### src/rtl/int_alu_pkg.sv
package int_alu_pkg;

    parameter int unsigned XLEN  = 32;
    parameter int unsigned IMM_W = 16;
    parameter int unsigned OP_W  = 4;

    typedef enum logic [OP_W-1:0] {
        OP_ADD_TRAP = 4'd0,
        OP_ADD_WRAP = 4'd1,
        OP_SUB_TRAP = 4'd2,
        OP_SUB_WRAP = 4'd3,
        OP_ADD_SAT  = 4'd4,
        OP_SUB_SAT  = 4'd5,
        OP_AND      = 4'd6,
        OP_OR       = 4'd7,
        OP_NOR      = 4'd8,
        OP_SLT      = 4'd9,
        OP_SLTU     = 4'd10,
        OP_SLL      = 4'd11,
        OP_SRL      = 4'd12,
        OP_LUI      = 4'd13
    } alu_op_e;

    typedef enum logic {
        FILL_ZERO = 1'b0,
        FILL_SIGN = 1'b1
    } fill_e;

    // Logical operations widen the constant with zeros, all others with its sign.
    function automatic fill_e fill_for(input alu_op_e op);
        case (op)
            OP_AND, OP_OR, OP_NOR: fill_for = FILL_ZERO;
            default:               fill_for = FILL_SIGN;
        endcase
    endfunction

    function automatic logic is_sub(input alu_op_e op);
        is_sub = (op == OP_SUB_TRAP) || (op == OP_SUB_WRAP) || (op == OP_SUB_SAT);
    endfunction

    function automatic logic is_add(input alu_op_e op);
        is_add = (op == OP_ADD_TRAP) || (op == OP_ADD_WRAP) || (op == OP_ADD_SAT);
    endfunction

endpackage

### src/rtl/alu_imm_ext.sv
module alu_imm_ext
    import int_alu_pkg::*;
#(
    parameter int unsigned W  = XLEN,
    parameter int unsigned IW = IMM_W
) (
    input  logic [IW-1:0] imm_i,
    input  fill_e         fill_i,
    output logic [W-1:0]  ext_o
);
    localparam int unsigned PAD = W - IW;

    logic fill_bit;
    assign fill_bit = (fill_i == FILL_SIGN) ? imm_i[IW-1] : 1'b0;
    assign ext_o    = {{PAD{fill_bit}}, imm_i};
endmodule

### src/rtl/alu_addsub.sv
module alu_addsub #(
    parameter int unsigned W = 32
) (
    input  logic [W-1:0] a_i,
    input  logic [W-1:0] b_i,
    input  logic         sub_i,
    output logic [W-1:0] sum_o,
    output logic         ovf_o,
    output logic         carry_o
);
    logic [W-1:0] b_in;

    // Subtraction is addition of the bitwise inverse plus one.
    assign b_in  = sub_i ? ~b_i : b_i;
    assign sum_o = a_i + b_in + {{(W-1){1'b0}}, sub_i};

    // Overflow only when the effective addends agree in sign and the sum disagrees.
    assign ovf_o = (a_i[W-1] == b_in[W-1]) && (sum_o[W-1] != a_i[W-1]);

    // Unsigned carry of A+B: the sum exceeds the maximum exactly when ~A < B.
    assign carry_o = (~a_i) < b_i;
endmodule

### src/rtl/alu_logic_shift.sv
module alu_logic_shift
    import int_alu_pkg::*;
#(
    parameter int unsigned W  = XLEN,
    parameter int unsigned IW = IMM_W,
    localparam int unsigned SW = $clog2(W)
) (
    input  alu_op_e       op_i,
    input  logic [W-1:0]  a_i,
    input  logic [W-1:0]  b_i,
    input  logic [IW-1:0] imm_i,
    input  logic [SW-1:0] shamt_i,
    output logic [W-1:0]  res_o
);
    localparam int unsigned LOW = W - IW;

    logic lt_signed;
    logic lt_unsigned;

    assign lt_signed   = $signed(a_i) < $signed(b_i);
    assign lt_unsigned = a_i < b_i;

    always_comb begin
        case (op_i)
            OP_AND:  res_o = a_i & b_i;
            OP_OR:   res_o = a_i | b_i;
            OP_NOR:  res_o = ~(a_i | b_i);
            OP_SLT:  res_o = {{(W-1){1'b0}}, lt_signed};
            OP_SLTU: res_o = {{(W-1){1'b0}}, lt_unsigned};
            OP_SLL:  res_o = b_i << shamt_i;
            OP_SRL:  res_o = b_i >> shamt_i;
            OP_LUI:  res_o = {imm_i, {LOW{1'b0}}};
            default: res_o = '0;
        endcase
    end
endmodule

### src/rtl/int_alu.sv
module int_alu
    import int_alu_pkg::*;
#(
    parameter int unsigned W  = XLEN,
    parameter int unsigned IW = IMM_W,
    localparam int unsigned SW = $clog2(W)
) (
    input  logic [OP_W-1:0] op_i,
    input  logic [W-1:0]    a_i,
    input  logic [W-1:0]    b_i,
    input  logic [IW-1:0]   imm_i,
    input  logic            use_imm_i,
    input  logic [SW-1:0]   shamt_i,
    output logic [W-1:0]    result_o,
    output logic            zero_o,
    output logic            ovf_trap_o,
    output logic            carry_o
);
    localparam logic [W-1:0] SAT_MAX = {1'b0, {(W-1){1'b1}}};
    localparam logic [W-1:0] SAT_MIN = {1'b1, {(W-1){1'b0}}};

    alu_op_e      op;
    logic [W-1:0] imm_ext;
    logic [W-1:0] b_eff;
    logic [W-1:0] sum;
    logic         ovf;
    logic         carry;
    logic [W-1:0] ls_res;

    assign op = alu_op_e'(op_i);

    alu_imm_ext #(.W(W), .IW(IW)) u_ext (
        .imm_i  (imm_i),
        .fill_i (fill_for(op)),
        .ext_o  (imm_ext)
    );

    assign b_eff = use_imm_i ? imm_ext : b_i;

    alu_addsub #(.W(W)) u_addsub (
        .a_i     (a_i),
        .b_i     (b_eff),
        .sub_i   (is_sub(op)),
        .sum_o   (sum),
        .ovf_o   (ovf),
        .carry_o (carry)
    );

    alu_logic_shift #(.W(W), .IW(IW)) u_ls (
        .op_i    (op),
        .a_i     (a_i),
        .b_i     (b_eff),
        .imm_i   (imm_i),
        .shamt_i (shamt_i),
        .res_o   (ls_res)
    );

    always_comb begin
        case (op)
            OP_ADD_TRAP, OP_ADD_WRAP,
            OP_SUB_TRAP, OP_SUB_WRAP: result_o = sum;
            OP_ADD_SAT, OP_SUB_SAT:   result_o = ovf ? (a_i[W-1] ? SAT_MIN : SAT_MAX) : sum;
            default:                  result_o = ls_res;
        endcase
    end

    assign zero_o     = (result_o == '0);
    assign ovf_trap_o = ((op == OP_ADD_TRAP) || (op == OP_SUB_TRAP)) && ovf;
    assign carry_o    = is_add(op) && carry;
endmodule

### config.mk
export PLATFORM = sky130hd
export DESIGN_NAME = int_alu
export DESIGN_NICKNAME = d
export VERILOG_FILES = /design/src/rtl/int_alu_pkg.sv /design/src/rtl/alu_imm_ext.sv /design/src/rtl/alu_addsub.sv /design/src/rtl/alu_logic_shift.sv /design/src/rtl/int_alu.sv
export SDC_FILE = /design/constraint.sdc
export NUM_CORES = 1
export LEC_CHECK = 0
export BUFFER_PORTS_ARGS = -buffer_cell sky130_fd_sc_hd__clkbuf_2
export CORE_MARGIN = 5
export CORE_UTILIZATION = 45
export DETAILED_ROUTE_END_ITERATION = 10
export PLACE_DENSITY = 0.75
export SLEW_MARGIN = 5
export SYNTH_ARGS = -nofsm -noshare
export SYNTH_HDL_FRONTEND = slang
export SYNTH_SLANG_ARGS = --single-unit
### constraint.sdc
create_clock -name vclk -period 6.51
set_clock_uncertainty 0.15 [all_clocks]
set_input_delay 0.9765 -clock vclk [all_inputs]
set_output_delay 0.9765 -clock vclk [all_outputs]
set_load 0.005 [all_outputs]
Word level (Yosys, flattened, before mapping)
Index checks and enable logic that the tools add are counted.

storage, ports and cells
  bits in latches = 0
  bits in registers = 0
  memory bits (writable) = 0
  input port bits = 90
  bits in read-only memories = 0
  memories = 0
  word-level logic and storage cells = 47

cells by class
  div/mod/pow operators = 0
  reductions and logical operators = 13
  add/sub/neg operators = 2
  multiplexer cells = 7
  eq/ne operators = 15
  shift operators = 2
  bitwise gates (word level) = 5
  $mul = 0
  order comparisons = 3

operators by type and width
  cell                                                                   number
  32-bit case mux with 8 select lines                                    1
  32-bit two-way mux                                                     4
  32-bit < comparator                                                    3
  32-bit inverter                                                        3
  32-bit case mux with 2 select lines                                    1
  32-bit by 1-bit adder with 32-bit output                               1
  32-bit adder                                                           1
  32-bit AND                                                             1
  32-bit logical NOT                                                     1
  32-bit bitwise OR                                                      1
  32-bit by 5-bit << shifter with 32-bit output                          1
  32-bit by 5-bit right shift with 32-bit output                         1
  4-bit equality test, second input constant                             6
  4-bit by 3-bit equality test with 1-bit output, second input constant  4
  4-bit by 2-bit equality test with 1-bit output, second input constant  2
  1-bit logical OR                                                       5
  4-bit by 1-bit equality test with 1-bit output, second input constant  1
  4-bit logical NOT                                                      1
  4-bit OR reduction                                                     1
  1-bit logical AND                                                      3
  3-bit OR reduction                                                     1
  2-bit OR reduction                                                     1
  1-bit equality test                                                    1
  1-bit two-way mux                                                      1
  1-bit inequality test                                                  1

Depth between registers and ports, before layout
  depth in word-level cells = 13
  depth in mapped cells = 23

Modules after synthesis
From an unflattened synthesis, not the netlist that was laid out.

unflattened totals
  cell total of the unflattened synthesis = 1378
  area total of the unflattened synthesis = 10516.3 um2

by module, submodules not included
  module           area each (um2)  cells an instance  instances
  alu_logic_shift  5843.1           708                1
  alu_addsub       3138.0           455                1
  int_alu          1288.7           182                1
  alu_imm_ext      246.5            33                 1

Worst setup path before layout
OpenSTA, ideal clock, no wires.

  kind = input to output
  start = in use_imm_i
  end = out zero_o
  path buffers = 7
  stages = 22
  path slack = -0.155 ns
  arrival time = 5.539 ns
  cells stage by stage = buf_6 -> buf_6 -> buf_2 -> clkinv_1 -> clkbuf_1 -> clkbuf_1 -> buf_1 -> a21oi_1 -> xor2_1 -> ha_1 -> a21oi_1 -> o21ai_0 -> a21oi_1 -> o21ai_0 -> o41ai_2 -> and2_1 -> clkbuf_2 -> o211ai_1 -> or3_1 -> nor4_1 -> nand4_1 -> nor3_2

between the ends
  cells in the longest elaborated chain, start to end = 10
  elaborated cells on any way between the ends = 19

RTL lines
  item                                      RTL line          source
  start, declared                           int_alu.sv:12     input logic use_imm_i,
  32-bit two-way mux *                      int_alu.sv:38     assign b_eff = use_imm_i ? imm_ext : b_i;
  32-bit inverter                           alu_addsub.sv:14  assign b_in = sub_i ? ~b_i : b_i;
  32-bit two-way mux                        alu_addsub.sv:14
  32-bit adder                              alu_addsub.sv:15  assign sum_o = a_i + b_in + {{(W-1){1'b0}}, sub_i};
  32-bit by 1-bit adder with 32-bit output  alu_addsub.sv:15
  1-bit inequality test                     alu_addsub.sv:18  assign ovf_o = (a_i[W-1] == b_in[W-1]) && (sum_o[W-1] != a_i[W-1]);
  1-bit logical AND                         alu_addsub.sv:18
  32-bit two-way mux                        int_alu.sv:62     OP_ADD_SAT, OP_SUB_SAT: result_o = ovf ? (a_i[W-1] ? SAT_MIN : SAT_MAX) : sum;
  32-bit case mux with 2 select lines *     int_alu.sv:59     case (op)
  named net result_o[9]                     int_alu.sv:14     output logic [W-1:0] result_o,
  32-bit logical NOT *                      int_alu.sv:67     assign zero_o = (result_o == '0);
  end, declared                             int_alu.sv:15     output logic zero_o,

The timed path passes the listed nets; every way through them passes the cells marked *.

Worst setup path in the final report
  start = in op_i[3]
  end = out zero_o

between the ends
  cells in the longest elaborated chain, start to end = 13
  elaborated cells on any way between the ends = 39

RTL lines
  item                                                                                          RTL line                                  source
  start, declared                                                                               int_alu.sv:8                              input logic [OP_W-1:0] op_i,
  4-bit by 3-bit equality test with 1-bit output / 4-bit equality test (equally long branches)  int_alu_pkg.sv:31, alu_logic_shift.sv:24
  3-bit OR reduction                                                                            int_alu_pkg.sv:31                         case (op)
  1-bit two-way mux                                                                             alu_imm_ext.sv:14                         assign fill_bit = (fill_i == FILL_SIGN) ? imm_i[IW-1] : 1'b0;
  32-bit two-way mux                                                                            int_alu.sv:38
  32-bit inverter                                                                               alu_addsub.sv:14
  32-bit two-way mux                                                                            alu_addsub.sv:14
  32-bit adder                                                                                  alu_addsub.sv:15
  32-bit by 1-bit adder with 32-bit output                                                      alu_addsub.sv:15
  1-bit inequality test                                                                         alu_addsub.sv:18
  1-bit logical AND                                                                             alu_addsub.sv:18
  32-bit two-way mux                                                                            int_alu.sv:62
  32-bit case mux with 2 select lines *                                                         int_alu.sv:59
  32-bit logical NOT *                                                                          int_alu.sv:67

Every way passes the cells marked *; elsewhere a longest branch is shown, timed or not.

==> metrics.md <==
| Metric | Value |
|---|---|
| Vias per inst | `roughly 7.3` |
| Worst Path Required | `5.38 ns` |
| Busiest metal layer after global routing | `met2` |
| Worst Path Max Fanout | `8` |
| Yosys warns | `0` |
| CP arrival | `5.31 ns` |
| Final ANT Viol Nets | `0` |
| Slew HR | `0.3596` |
| Rows | `56` |
| WHS Path Cells | `4` |
| Synthesized netlist cell count | `1,511` |
| # IOs | `125` |
| DP HPWL | `around 52,000 um` |
| Met3 Use GR | `0.1405` |
| Starting Density | `0.4589` |
| Die ar. | `27,210 um2` |
| DRC Markers | `0` |
| Worst hold path type | `in2out` |
| Clock buffer cells | `0` |
| Worst Hold End | `ovf_trap_o` |
| Port bufs | `125` |
| Share of cells above drive strength 1 | `0.2479` |
| Global-route wire length before repair | `~91,000 um` |
| Final setup violation count | `0` |
| Final instance area | `12,860 um2` |
| Kind of critical path | `in2out` |
| Fin nets | `about 1,900` |
| Crit path launch type | `input pin` |
| Syn nets | `1,737` |
| RSZ-0062 raised after global routing | `false` |
| Largest net degree at the start of global routing | `69` |
| Slew Limit Fails | `0` |
| Worst Hold Slack | `between 2 and 2.5 ns` |
| Core Footprint | `~24,000 um2` |
| Setup crit end kind | `output pin` |
| Max-cap violations | `0` |
| Worst Min Path Start | `a_i[31]` |
| Critical Path Source | `op_i[3]` |
| Final setup margin | `0.07332 ns` |
| Period utilization | `0.9887` |
| Vias | `14,769` |
| Status | `finished clean` |
| Die X | `165.0 um` |
| Sequential fraction of the synthesis area | `0` |
| DR iter-0 viols | `between 2,000 and 3,000` |
| Achievable Freq | `between 150 and 200 MHz` |
| Slew @ Worst Pin | `0.9571 ns` |
| Gr usage total | `0.4534` |
| Syn-to-layout area delta | `19.00%` |
| Avg Inst Size Synth | `about 7.2 um2` |
| Dpl cell area | `12,600 um2` |
| Synth top area cells | `ha_1 (16%), mux4_2 (8.8%), mux2i_1 (5.5%), a21oi_1 (5.2%), nand2_1 (4.7%)` |
| Storage cell area | `0 um2` |
| Wire per inst | `32.02 um` |
| Cell area after synthesis | `10,800 um2` |
| Met1 Track Usage GR | `0.5722` |
| Top cell type's share of synthesized area | `0.1563` |
| Netlist cell types | `89` |
| Total congestion overflow | `0` |
| Initial antenna violation count | `6` |
| Met2 usage | `0.6601` |
| Final Wtd Congestion | `between 1 and 1.5` |
| Dpl ws | `-0.5268 ns` |
| Routed wire length | `approximately 64,000 um` |
| Setup TNS | `0 ns` |
| DR pass1 iterations | `6` |
| Final Hold Fails | `0` |
| Crit path time final | `6.437 ns` |
| Seq cells | `0` |
| Vias in the first global route | `13,631` |
| Post-synth top area cell | `ha_1` |
| Die height | `165.0 um` |
worst max-delay path by stage:
| stage | to | slack [ns] | cells past startpoint |
|---|---|---|---|
| floorplan | zero_o | 0.03 | 22 |
| global placement | zero_o | -0.48 | 19 |
| detailed placement | zero_o | -0.53 | 19 |
| CTS | zero_o | 0.003 | 19 |
| global route | zero_o | 0.02 | 20 |
| finish | zero_o | 0.07 | 19 |
routing by layer:
metal / vias to the layer above / wire [um]
met5: - / 0
met4: 0 / 6334
met3: 413 / 9333
met2: 1378 / 25530
met1: 6864 / 23250
li1: 6114 / -
worst max-delay path, cell delays in order:
cell,delay [ns]
clkbuf_2,0.16
or3b_4,0.44
and2_4,0.22
buf_4,0.19
xnor2_1,0.22
ha_1,0.29
a211oi_2,0.20
o211ai_1,0.16
a22oi_2,0.37
a21oi_2,0.12
o41ai_2,0.40
and2_4,0.23
buf_4,0.15
a31oi_1,0.06
or3_1,0.35
nor4_2,0.26
nand4_1,0.20
nor3_2,0.16
clkbuf_2,0.14
synthesized netlist by cell type (20+ instances only):
library cell	instances
nand3_1	34
mux4_2	42
mux2i_1	59
a221oi_1	28
o211ai_1	29
a31oi_1	20
nor2_1	134
xnor2_1	29
nand2_1	134
xor2_1	27
nand2b_1	26
nor2b_1	23
a211oi_1	25
clkbuf_1	63
buf_2	32
nor3_1	31
inv_1	82
a22oi_1	28
a21oi_1	113
ha_1	135
mux2_2	25
o21ai_0	91
cell families after synthesis:
logic type,count (synthesis),synth area share
AOI/OAI and AO/OA,497,0.3172
xor gates and xnor gates,56,0.04540
adders and majority gates,136,0.1582
buffers and inverters,200,0.07574
muxes,131,0.1770
and+or+nand+nor,491,0.2265
cell type report:
cell class	instances	area, um2
Antenna cell	4	10.01
Fill cell	2334	10690
Inverter	88	332.8
Multi-Input combinational cell	1311	10160
Tap cell	319	399.1
Timing Repair Buffer	291	1951
stage by stage:
step	std cells	util
floorplan	1511	-
global placement	2003	0.5351
detailed placement	2003	0.5351
CTS	2006	0.5379
global route	2009	0.5457
finish	2013	0.5461
timing repair:
action	4_1_cts	5_1_grt
pin swaps	2	11
hold buffers	0	0
setup buffers	3	1
gates cloned	0	2
resized for setup	9	36
endpoints found under the setup margin	7	2
placed cells by master, fill, tap and decap left out, drive strengths merged, types with 26 or more instances in the layout:
cell type  count
nor2         134
a21oi        113
nand2b        26
ha           135
xnor2         29
a22oi         28
nand3         34
buf          169
a221oi        29
clkbuf       122
xor2          27
o21ai         91
inv           87
nand2        134
mux4          44
nor3          32
o211ai        29
mux2i         62
